--- src/rtl/dly_dither_pkg.sv ---
package dly_dither_pkg;

  localparam int unsigned DEF_FRAC_W   = 8;
  localparam int unsigned DEF_N_STAGES = 7;
  localparam int unsigned DEF_ORDER    = 3;

  // binomial coefficient, used to build the (1 - z^-1)^k cancellation taps
  function automatic int binom(int n, int k);
    int r;
    r = 1;
    for (int i = 0; i < k; i++) r = (r * (n - i)) / (i + 1);
    return r;
  endfunction

endpackage

--- src/rtl/dly_dither_accum.sv ---
module dly_dither_accum #(
  parameter int unsigned W = 8
) (
  input  logic         clk_i,
  input  logic         rst_ni,
  input  logic         en_i,
  input  logic [W-1:0] add_i,
  output logic [W-1:0] acc_next_o,
  output logic         carry_o,
  output logic [W-1:0] acc_o
);

  logic [W-1:0] acc_q;
  logic [W:0]   sum;

  assign sum        = {1'b0, acc_q} + {1'b0, add_i};
  assign acc_next_o = sum[W-1:0];
  assign carry_o    = sum[W];
  assign acc_o      = acc_q;

  always_ff @(posedge clk_i or negedge rst_ni) begin
    if (!rst_ni)    acc_q <= '0;
    else if (!en_i) acc_q <= '0;
    else            acc_q <= sum[W-1:0];
  end

endmodule

--- src/rtl/dly_dither_cancel.sv ---
module dly_dither_cancel
  import dly_dither_pkg::*;
#(
  parameter int unsigned ORDER    = 3,
  parameter int unsigned N_STAGES = 7,
  parameter int unsigned CNT_W    = 3
) (
  input  logic             clk_i,
  input  logic             rst_ni,
  input  logic             en_i,
  input  logic [ORDER-1:0] carry_i,
  output logic [CNT_W-1:0] cnt_o
);

  localparam int TW     = ORDER + 2;
  localparam int OFFSET = (1 << (ORDER - 1)) - 1;

  logic [ORDER-1:0][TW-1:0] term;

  for (genvar k = 0; k < ORDER; k++) begin : g_stage
    if (k == 0) begin : g_direct
      assign term[k] = TW'(carry_i[k]);
    end else begin : g_diff
      logic [k-1:0] dl_q;
      int           t_v;

      always_ff @(posedge clk_i or negedge rst_ni) begin
        if (!rst_ni) dl_q <= '0;
        else if (!en_i) dl_q <= '0;
        else begin
          dl_q[0] <= carry_i[k];
          for (int j = 1; j < k; j++) dl_q[j] <= dl_q[j-1];
        end
      end

      // k-th order difference of this stage's carry
      always_comb begin
        t_v = int'(carry_i[k]);
        for (int j = 1; j <= k; j++) begin
          if ((j % 2) != 0) t_v = t_v - binom(k, j) * int'(dl_q[j-1]);
          else              t_v = t_v + binom(k, j) * int'(dl_q[j-1]);
        end
      end

      assign term[k] = TW'(t_v);
    end
  end

  int raw;

  always_comb begin
    raw = OFFSET;
    for (int k = 0; k < ORDER; k++) raw = raw + int'($signed(term[k]));
    if (raw < 0)                  cnt_o = '0;
    else if (raw > int'(N_STAGES)) cnt_o = CNT_W'(N_STAGES);
    else                          cnt_o = CNT_W'(raw);
  end

endmodule

--- src/rtl/dly_dither_therm.sv ---
module dly_dither_therm #(
  parameter int unsigned N_STAGES = 7,
  parameter int unsigned CNT_W    = 3
) (
  input  logic [CNT_W-1:0]    cnt_i,
  output logic [N_STAGES-1:0] therm_o
);

  for (genvar i = 0; i < N_STAGES; i++) begin : g_bit
    assign therm_o[i] = (cnt_i > CNT_W'(i));
  end

endmodule

--- src/rtl/dly_dither_ctrl.sv ---
module dly_dither_ctrl
  import dly_dither_pkg::*;
#(
  parameter int unsigned FRAC_W   = DEF_FRAC_W,
  parameter int unsigned N_STAGES = DEF_N_STAGES,
  parameter int unsigned ORDER    = DEF_ORDER
) (
  input  logic                clk_i,
  input  logic                rst_ni,
  input  logic                dither_en_i,
  input  logic [FRAC_W-1:0]   frac_i,
  input  logic [1:0]          range_i,
  output logic [N_STAGES-1:0] stage_en_o,
  output logic [1:0]          range_o
);

  localparam int unsigned CNT_W = $clog2(N_STAGES + 1);

  logic [ORDER-1:0][FRAC_W-1:0] acc_next;
  logic [ORDER-1:0][FRAC_W-1:0] acc_st;
  logic [ORDER-1:0]             carry;
  logic [CNT_W-1:0]             cnt;
  logic [N_STAGES-1:0]          therm;
  logic [N_STAGES-1:0]          stage_en_q;
  logic [1:0]                   range_q;

  for (genvar k = 0; k < ORDER; k++) begin : g_acc
    logic [FRAC_W-1:0] add;
    if (k == 0) begin : g_head
      assign add = frac_i;
    end else begin : g_chain
      assign add = acc_next[k-1];
    end

    dly_dither_accum #(.W(FRAC_W)) i_accum (
      .clk_i      (clk_i),
      .rst_ni     (rst_ni),
      .en_i       (dither_en_i),
      .add_i      (add),
      .acc_next_o (acc_next[k]),
      .carry_o    (carry[k]),
      .acc_o      (acc_st[k])
    );
  end

  dly_dither_cancel #(
    .ORDER    (ORDER),
    .N_STAGES (N_STAGES),
    .CNT_W    (CNT_W)
  ) i_cancel (
    .clk_i   (clk_i),
    .rst_ni  (rst_ni),
    .en_i    (dither_en_i),
    .carry_i (carry),
    .cnt_o   (cnt)
  );

  dly_dither_therm #(
    .N_STAGES (N_STAGES),
    .CNT_W    (CNT_W)
  ) i_therm (
    .cnt_i   (cnt),
    .therm_o (therm)
  );

  always_ff @(posedge clk_i or negedge rst_ni) begin
    if (!rst_ni) begin
      stage_en_q <= '0;
      range_q    <= '0;
    end else begin
      stage_en_q <= dither_en_i ? therm : '0;
      range_q    <= range_i;
    end
  end

  assign stage_en_o = stage_en_q;
  assign range_o    = range_q;

endmodule

--- config.mk ---
export PLATFORM = sky130hd
export DESIGN_NAME = dly_dither_ctrl
export DESIGN_NICKNAME = d
export VERILOG_FILES = /design/src/rtl/dly_dither_pkg.sv /design/src/rtl/dly_dither_accum.sv /design/src/rtl/dly_dither_cancel.sv /design/src/rtl/dly_dither_therm.sv /design/src/rtl/dly_dither_ctrl.sv
export SDC_FILE = /design/constraint.sdc
export NUM_CORES = 1
export LEC_CHECK = 0
export BUFFER_PORTS_ARGS = -buffer_cell sky130_fd_sc_hd__buf_2
export CORE_ASPECT_RATIO = 2
export CORE_MARGIN = 2
export CORE_UTILIZATION = 45
export DETAILED_ROUTE_END_ITERATION = 12
export PLACE_DENSITY = 0.61
export SYNTH_ARGS = -nofsm -noshare
export SYNTH_HDL_FRONTEND = slang
export SYNTH_SLANG_ARGS = --single-unit
export TNS_END_PERCENT = 1
--- constraint.sdc ---
create_clock -name clk_i -period 5.75 [get_ports clk_i]
set_clock_uncertainty 0.1 [all_clocks]
set_input_delay 0.575 -clock clk_i [delete_from_list [all_inputs] [get_ports clk_i]]
set_output_delay 0.575 -clock clk_i [all_outputs]
set_load 0.02 [all_outputs]
==> reports/metrics.yaml, run 1 <==
clock_network:
  cts.sinks: 36
  clock_path_buffers: 2
  cts_hold_buf: 0
  cts-root-buf: "clkbuf_8"
  path_clk_slew_ns: 0.07
  numCtsBuffers: 5
  worstSkewPairLatency_ns: 0.29
  h-tree-depth: 2
  cts_tree: "built"
detailed_routing:
  initialDrtViolationCount: 53
  ant_nets: 0
  dr_total_vias: 1925
  routed_wl_um: 4886
  viasPerCell: 5.332
  wl_per_cell_um: 13.53
  drc: 0
  drt_pass1_iterations: 4
floorplan:
  io_pins: 22
  start_util_pct: 46.01
  coreArea_um2: 5325
  die_h_um: 108.3
  die_area_um2: 6086
  die_x_um: 56.18
  rows: 38
worst_setup_path:
  reg2reg_to: "stage_en_o[3]"
  worstSetupStartpointType: "input pin"
  path_cells: "buf_2 -> ha_1 -> fa_2 -> a21o_1 -> a21oi_2 -> nand2b_4 -> a211oi_2 -> ha_2 -> or3_4 -> nor2_2 -> o21a_1 -> or3_4 -> nand2_1 -> ha_4 -> o211ai_1 -> and2_4 -> fa_1 -> inv_1 -> ha_2 -> fa_2 -> a2111oi_4 -> mux2i_1 -> a311o_2 -> a21oi_2"
  end_kind: "flop"
  rrSetupSlack_ns: 0.31
  endpoint: "stage_en_o[3]"
  r2r-start: "g_acc[0].i_accum.acc_o[0]"
  cp-startpoint: "frac_i[0]"
  cp_slowest_stage_delay_ns: 0.53
  arrival_ns: 5.59
  crit_path_max_fanout: 7
  worstPathRequired_ns: 5.86
  r2r_cells: 23
  slowest_stage: "fa_1"
  worstSetupPathType: "in2reg"
synthesis:
  synth_area_um2: 2450
  postSynthCellCount: 252
  postSynthAreaPerCell_um2: 9.722
  synth_seq_cells: 36
  ys.flop_type: "dfrtp_1"
  async_flop_share_pct: 100.0
  synth_edf_count: 0
  synthesis.nets: 304
  ys_warn_count: 0
  ys_seq_area_share_pct: 36.77
  yosysUniqueCellTypes: 39
sta:
  min_period_ns: 5.475
  setup_viol: 0
  clock.fmax_mhz: 182.6
  post-route-period-util_pct: 95.22
  fin_ws_ns: 0.2748
  finalHoldViolCount: 0
  final-max-slew-violation-count: 0
  max_slew_margin_pct: 43.88
  worst_pin_slew_ns: 0.8381
final_layout:
  nFillCells: 506
  synthToLayoutAreaGrowth_pct: 23.60
  finish.net_count: 352
  drive_gt1_share_pct: 27.24
  diodes: 0
global_route:
  grtUsageTotal_pct: 17.81
  grt_max_degree: 37
  overflow: 0
  grt_pass1_vias: 1936
  antenna_found_initial: 0
  grt_pass1_wl_um: 8521
place:
  routabilityCongestion: 0.8384
  place_ws_ns: -0.2960
  port_buffers: 21
  hpwl_um: 3597
status:
  outcome: "finished, final reports clean"
hold_path:
  hold_class: "in2async"
flow_run:
  max_cap_viol_count: 0
worst max-delay path, delay by kind of cell:
family                   cells  cell delay (ns)
multiplexers                 1             0.11
AO/OA/AOI/OAI                8             1.62
buffers and inverters        2             0.14
adder cells (fa/ha/maj)      7             2.15
AND/OR/NAND/NOR              6             0.99
Yosys cell counts, types with 2 or more instances:
cell / instances / area, um2
ha_1: 32 / 400.4
nor3_1: 9 / 45.04
fa_1: 7 / 140.1
xor2_1: 2 / 17.52
a211oi_1: 4 / 30.03
o21a_1: 4 / 30.03
mux2i_1: 4 / 40.04
clkbuf_1: 2 / 7.510
dfrtp_1: 36 / 900.9
o21ai_0: 15 / 75.07
o211ai_1: 3 / 22.52
a21oi_1: 26 / 130.1
inv_1: 22 / 82.58
nor2_1: 17 / 63.81
a21o_1: 8 / 60.06
and2_1: 10 / 62.56
nor2b_1: 4 / 25.02
or3_1: 4 / 25.02
nand2_1: 9 / 33.78
nand2b_1: 8 / 50.05
nor3b_1: 2 / 15.01
xnor2_1: 7 / 61.31
area by class of cell:
| type | count | area, um2 | area share [%] |
|---|---|---|---|
| clock buffers | 6 | 72.57 | 2.397 |
| repair buffers | 44 | 277.8 | 9.174 |
| clock inverters | 2 | 35.03 | 1.157 |
| inverters | 22 | 82.58 | 2.727 |
| multi-input cells | 191 | 1584 | 52.31 |
| flip-flops and latches | 36 | 900.9 | 29.75 |
| well taps | 60 | 75.07 | 2.479 |
metrics by stage:
step           util (%)  cell area, um2  std cells  setup TNS, ns  hold slack [ns]
2_1_floorplan         -            2450        252              0           0.1794
3_3_place_gp      52.28            2784        352        -0.9076           0.4646
4_1_cts           54.30            2892        360              0           0.2745
5_1_grt           56.86            3028        361       -0.03930           0.2739
3_5_place_dp      52.28            2784        352         -1.973           0.4845
6_report          56.86            3028        361              0           0.2795
repair_timing:
item | 4_1_cts | 5_1_grt
buffers inserted | 0 | 1
endpoints found under the setup margin | 0 | 7
gates resized for setup | 0 | 36
cells by family (layout without fill, tap and decap cells):
logic type,Yosys count,after routing,share of synthesized area [%]
XOR/XNOR,9,9,3.218
AND/OR/NAND/NOR,71,71,15.42
flip-flops,36,36,36.77
AO/OA/AOI/OAI,68,68,17.06
multiplexers,4,4,1.634
adder cells (fa/ha/maj),39,39,22.06
buffers and inverters,25,74,3.830
registers in the layout, indices dropped and copies added, names as in the netlist:
register                      count
g_acc.i_accum.acc_o              24
i_cancel.g_stage.g_diff.dl_q      3
range_o                           2
stage_en_o                        7
layout by cell type (no fill, tap or decap), drive strengths merged, types with 2 or more instances in the layout:
master	count
buf	44
dfrtp	36
ha	32
a21oi	26
inv	22
nor2	17
o21ai	15
and2	11
nor3	10
nand2	9
a21o	8
nand2b	8
xnor2	7
fa	7
clkbuf	6
nor2b	4
o21a	4
mux2i	4
a211oi	4
or3	4
o211ai	3
nor3b	2
xor2	2
a2111oi	2
metal layers:
| layer | global-route usage [%] | vias to the layer above | routed length [um] |
|---|---|---|---|
| met5 | 0 | - | 0 |
| met4 | 7.653 | 0 | 106 |
| met3 | 3.110 | 7 | 130 |
| met2 | 30.92 | 32 | 2563 |
| met1 | 21.35 | 911 | 2084 |
| li1 | - | 975 | - |
worst min path at each step:
stage	to	cells after the start
floorplan	g_acc[0].i_accum.acc_o[0]	0
global placement	g_acc[2].i_accum.acc_o[0]	2
detailed placement	g_acc[2].i_accum.acc_o[0]	2
CTS	range_o[1]	1
global route	range_o[0]	1
finish	g_acc[1].i_accum.acc_o[0]	1
Power of run 1 is not shown: default switching activity piles up to over one toggle a cycle in this logic, so the estimate is an artifact.
==> inputs of run 2 (changes only) <==
--- a/config.mk
+++ b/config.mk
@@ -6,7 +6,7 @@
 export NUM_CORES = 1
 export LEC_CHECK = 0
 export BUFFER_PORTS_ARGS = -buffer_cell sky130_fd_sc_hd__buf_2
-export CORE_ASPECT_RATIO = 2
+export CORE_ASPECT_RATIO = 0.6
 export CORE_MARGIN = 2
 export CORE_UTILIZATION = 45
 export DETAILED_ROUTE_END_ITERATION = 12
==> run 2 against run 1 <==
Compared with the run above: core utilization rose by 1.3 points; final cell count grew 2.5%; sequential share of layout area rose by 0.30 points; global-route usage rose by 1.0 points; critical path depth down 1; clock-buffer cell count grew 2; critical path type unchanged; highest routed layer unchanged.
==> reports/metrics.yaml, run 2 (same netlist as run 1, synthesis figures left out) <==
status:
  outcome: "finished, final reports clean"
floorplan:
  io_pins: 22  # unchanged
  die_h_um: 61.16  # -44%
  rows: 20  # -47%
  coreArea_um2: 5155  # -3.2%
  start_util_pct: 47.52  # +1.5 points
  die_area_um2: 6070  # -0.27%
  die_x_um: 99.26  # +77%
place:
  place_area_um2: 2821  # +1.3%
  port_buffers: 21  # unchanged
  hpwl_um: 3772  # +4.9%
  place_ws_ns: -0.2815  # +0.01455 ns
  routabilityCongestion: 0.7839  # -6.5%
worst_setup_path:
  end_kind: "flop"
  worstSetupStartpointType: "input pin"
  worstSetupPathType: "in2reg"
  arrival_ns: 5.63  # +0.04 ns
  worstPathRequired_ns: 5.86  # about the same
  crit_path_max_fanout: 7  # unchanged
final_layout:
  drive_gt1_share_pct: 24.01  # -3.2 points
  final_cell_mix: "dfrtp_1, ha_1, buf_4"
  finish.net_count: 355  # +0.85%
  final_common_cell: "dfrtp_1"
  stdcell_area_um2: 2998  # -0.99%
  diodes: 0  # unchanged
  synthToLayoutAreaGrowth_pct: 22.37
  largest_register_ffs: 24  # unchanged
  nFillCells: 445  # -12%
clock_network:
  cts_tree: "built"
  clock_path_buffers: 2  # unchanged
  worstSkewPairLatency_ns: 0.29  # about the same
  numCtsBuffers: 5  # unchanged
  cts_hold_buf: 0  # unchanged
  path_clk_slew_ns: 0.07  # about the same
  post_cts_buffers: 0  # unchanged
  cts.sinks: 36  # unchanged
  cts-root-buf: "clkbuf_8"
  h-tree-depth: 2  # unchanged
sta:
  hold_ws_ns: 0.2735  # -0.005982 ns
  final-max-slew-violation-count: 0  # unchanged
  worst_pin_slew_ns: 0.8402  # +0.002133 ns
  fin_ws_ns: 0.2325  # -0.04231 ns
  post-route-period-util_pct: 95.96  # +0.74 points
  min_period_ns: 5.518  # +0.04231 ns
  clock.fmax_mhz: 181.2  # -0.77%
  max_slew_margin_pct: 43.99  # +0.10 points
  finalHoldViolCount: 0  # unchanged
  setup_viol: 0  # unchanged
global_route:
  antenna_found_initial: 0  # unchanged
  grt_max_degree: 37  # unchanged
  grtUsageTotal_pct: 18.82  # +1.0 points
  grt_pass1_wl_um: 8611  # +1.1%
  overflow: 0  # unchanged
  grt_pass1_vias: 1812  # -6.4%
detailed_routing:
  drc: 0  # unchanged
  routed_wl_um: 5069  # +3.7%
  routed-wl-met3_um: 244  # +88%
  route.met2.wl_um: 1822  # -29%
  dr.max_layer_used: "met4"
  wl_met1_um: 2928  # +40%
  initialDrtViolationCount: 107  # +100%
  viasPerCell: 5.149  # -3.4%
  wl_per_cell_um: 13.70  # +1.2%
  ant_nets: 0  # unchanged
  dr_total_vias: 1905  # -1.0%
  drt_pass1_iterations: 4  # unchanged
hold_path:
  hold_class: "in2async"
flow_run:
  max_cap_viol_count: 0  # unchanged
run 2: worst paths after layout:
kind	slack (ns)	startpoint	to	cells after the start
worst max-delay path	0.23	frac_i[0]	stage_en_o[1]	23
worst min-delay path	0.27	rst_ni	g_acc[2].i_accum.acc_o[3]	1
worst max register to register	0.25	g_acc[0].i_accum.acc_o[0]	stage_en_o[1]	22
worst min register to register	0.48	g_acc[2].i_accum.acc_o[0]	g_acc[2].i_accum.acc_o[0]	2
max in group asynchronous	4.74	rst_ni	g_acc[1].i_accum.acc_o[1]	1
min in group clk_i	0.29	range_i[0]	range_o[0]	1
run 2: metrics by stage:
stage                     cells  util [%]  TNS (ns)
final                       370     58.16         0
after CTS                   370     56.50         0
after detailed placement    362     54.73    -1.638
after floorplan             252         -         0
after global routing        370     58.16   -0.1111
after global placement      362     54.73    -1.134
run 2: cell type report:
| type | count | area, um2 | share of cell area [%] |
|---|---|---|---|
| multi-input combinational | 191 | 1541 | 51.42 |
| sequential | 36 | 900.9 | 30.05 |
| timing repair buffer | 47 | 300.3 | 10.02 |
| clock buffer | 8 | 90.09 | 3.005 |
| inverter | 22 | 82.58 | 2.755 |
| tap | 66 | 82.58 | 2.755 |
run 2: what timing repair did:
action | 4_1_cts | 5_1_grt
pin swaps | 0 | 5
endpoints found under the setup margin | 1 | 7
resized for setup | 1 | 22
run 2: layer usage:
| layer | GRT usage, % | up-vias |
|---|---|---|
| met5 | 0 | - |
| met4 | 7.436 | 0 |
| met3 | 4.313 | 7 |
| met2 | 24.23 | 56 |
| met1 | 29.77 | 850 |
| li1 | - | 992 |
run 2: worst max-delay path: stages:
cell,delay [ns]
buf_2,0.10
ha_1,0.21
fa_2,0.35
a21o_1,0.17
a21oi_2,0.15
buf_4,0.12
xnor2_1,0.15
ha_2,0.35
a21boi_1,0.14
buf_4,0.15
o21ai_1,0.20
a21oi_2,0.11
ha_1,0.30
o211ai_1,0.12
and2_4,0.17
fa_1,0.53
inv_1,0.04
ha_1,0.20
fa_2,0.41
a2111oi_4,0.31
mux2i_1,0.12
a311o_2,0.45
a21oi_2,0.18
Power of run 2 is left out for the same reason.
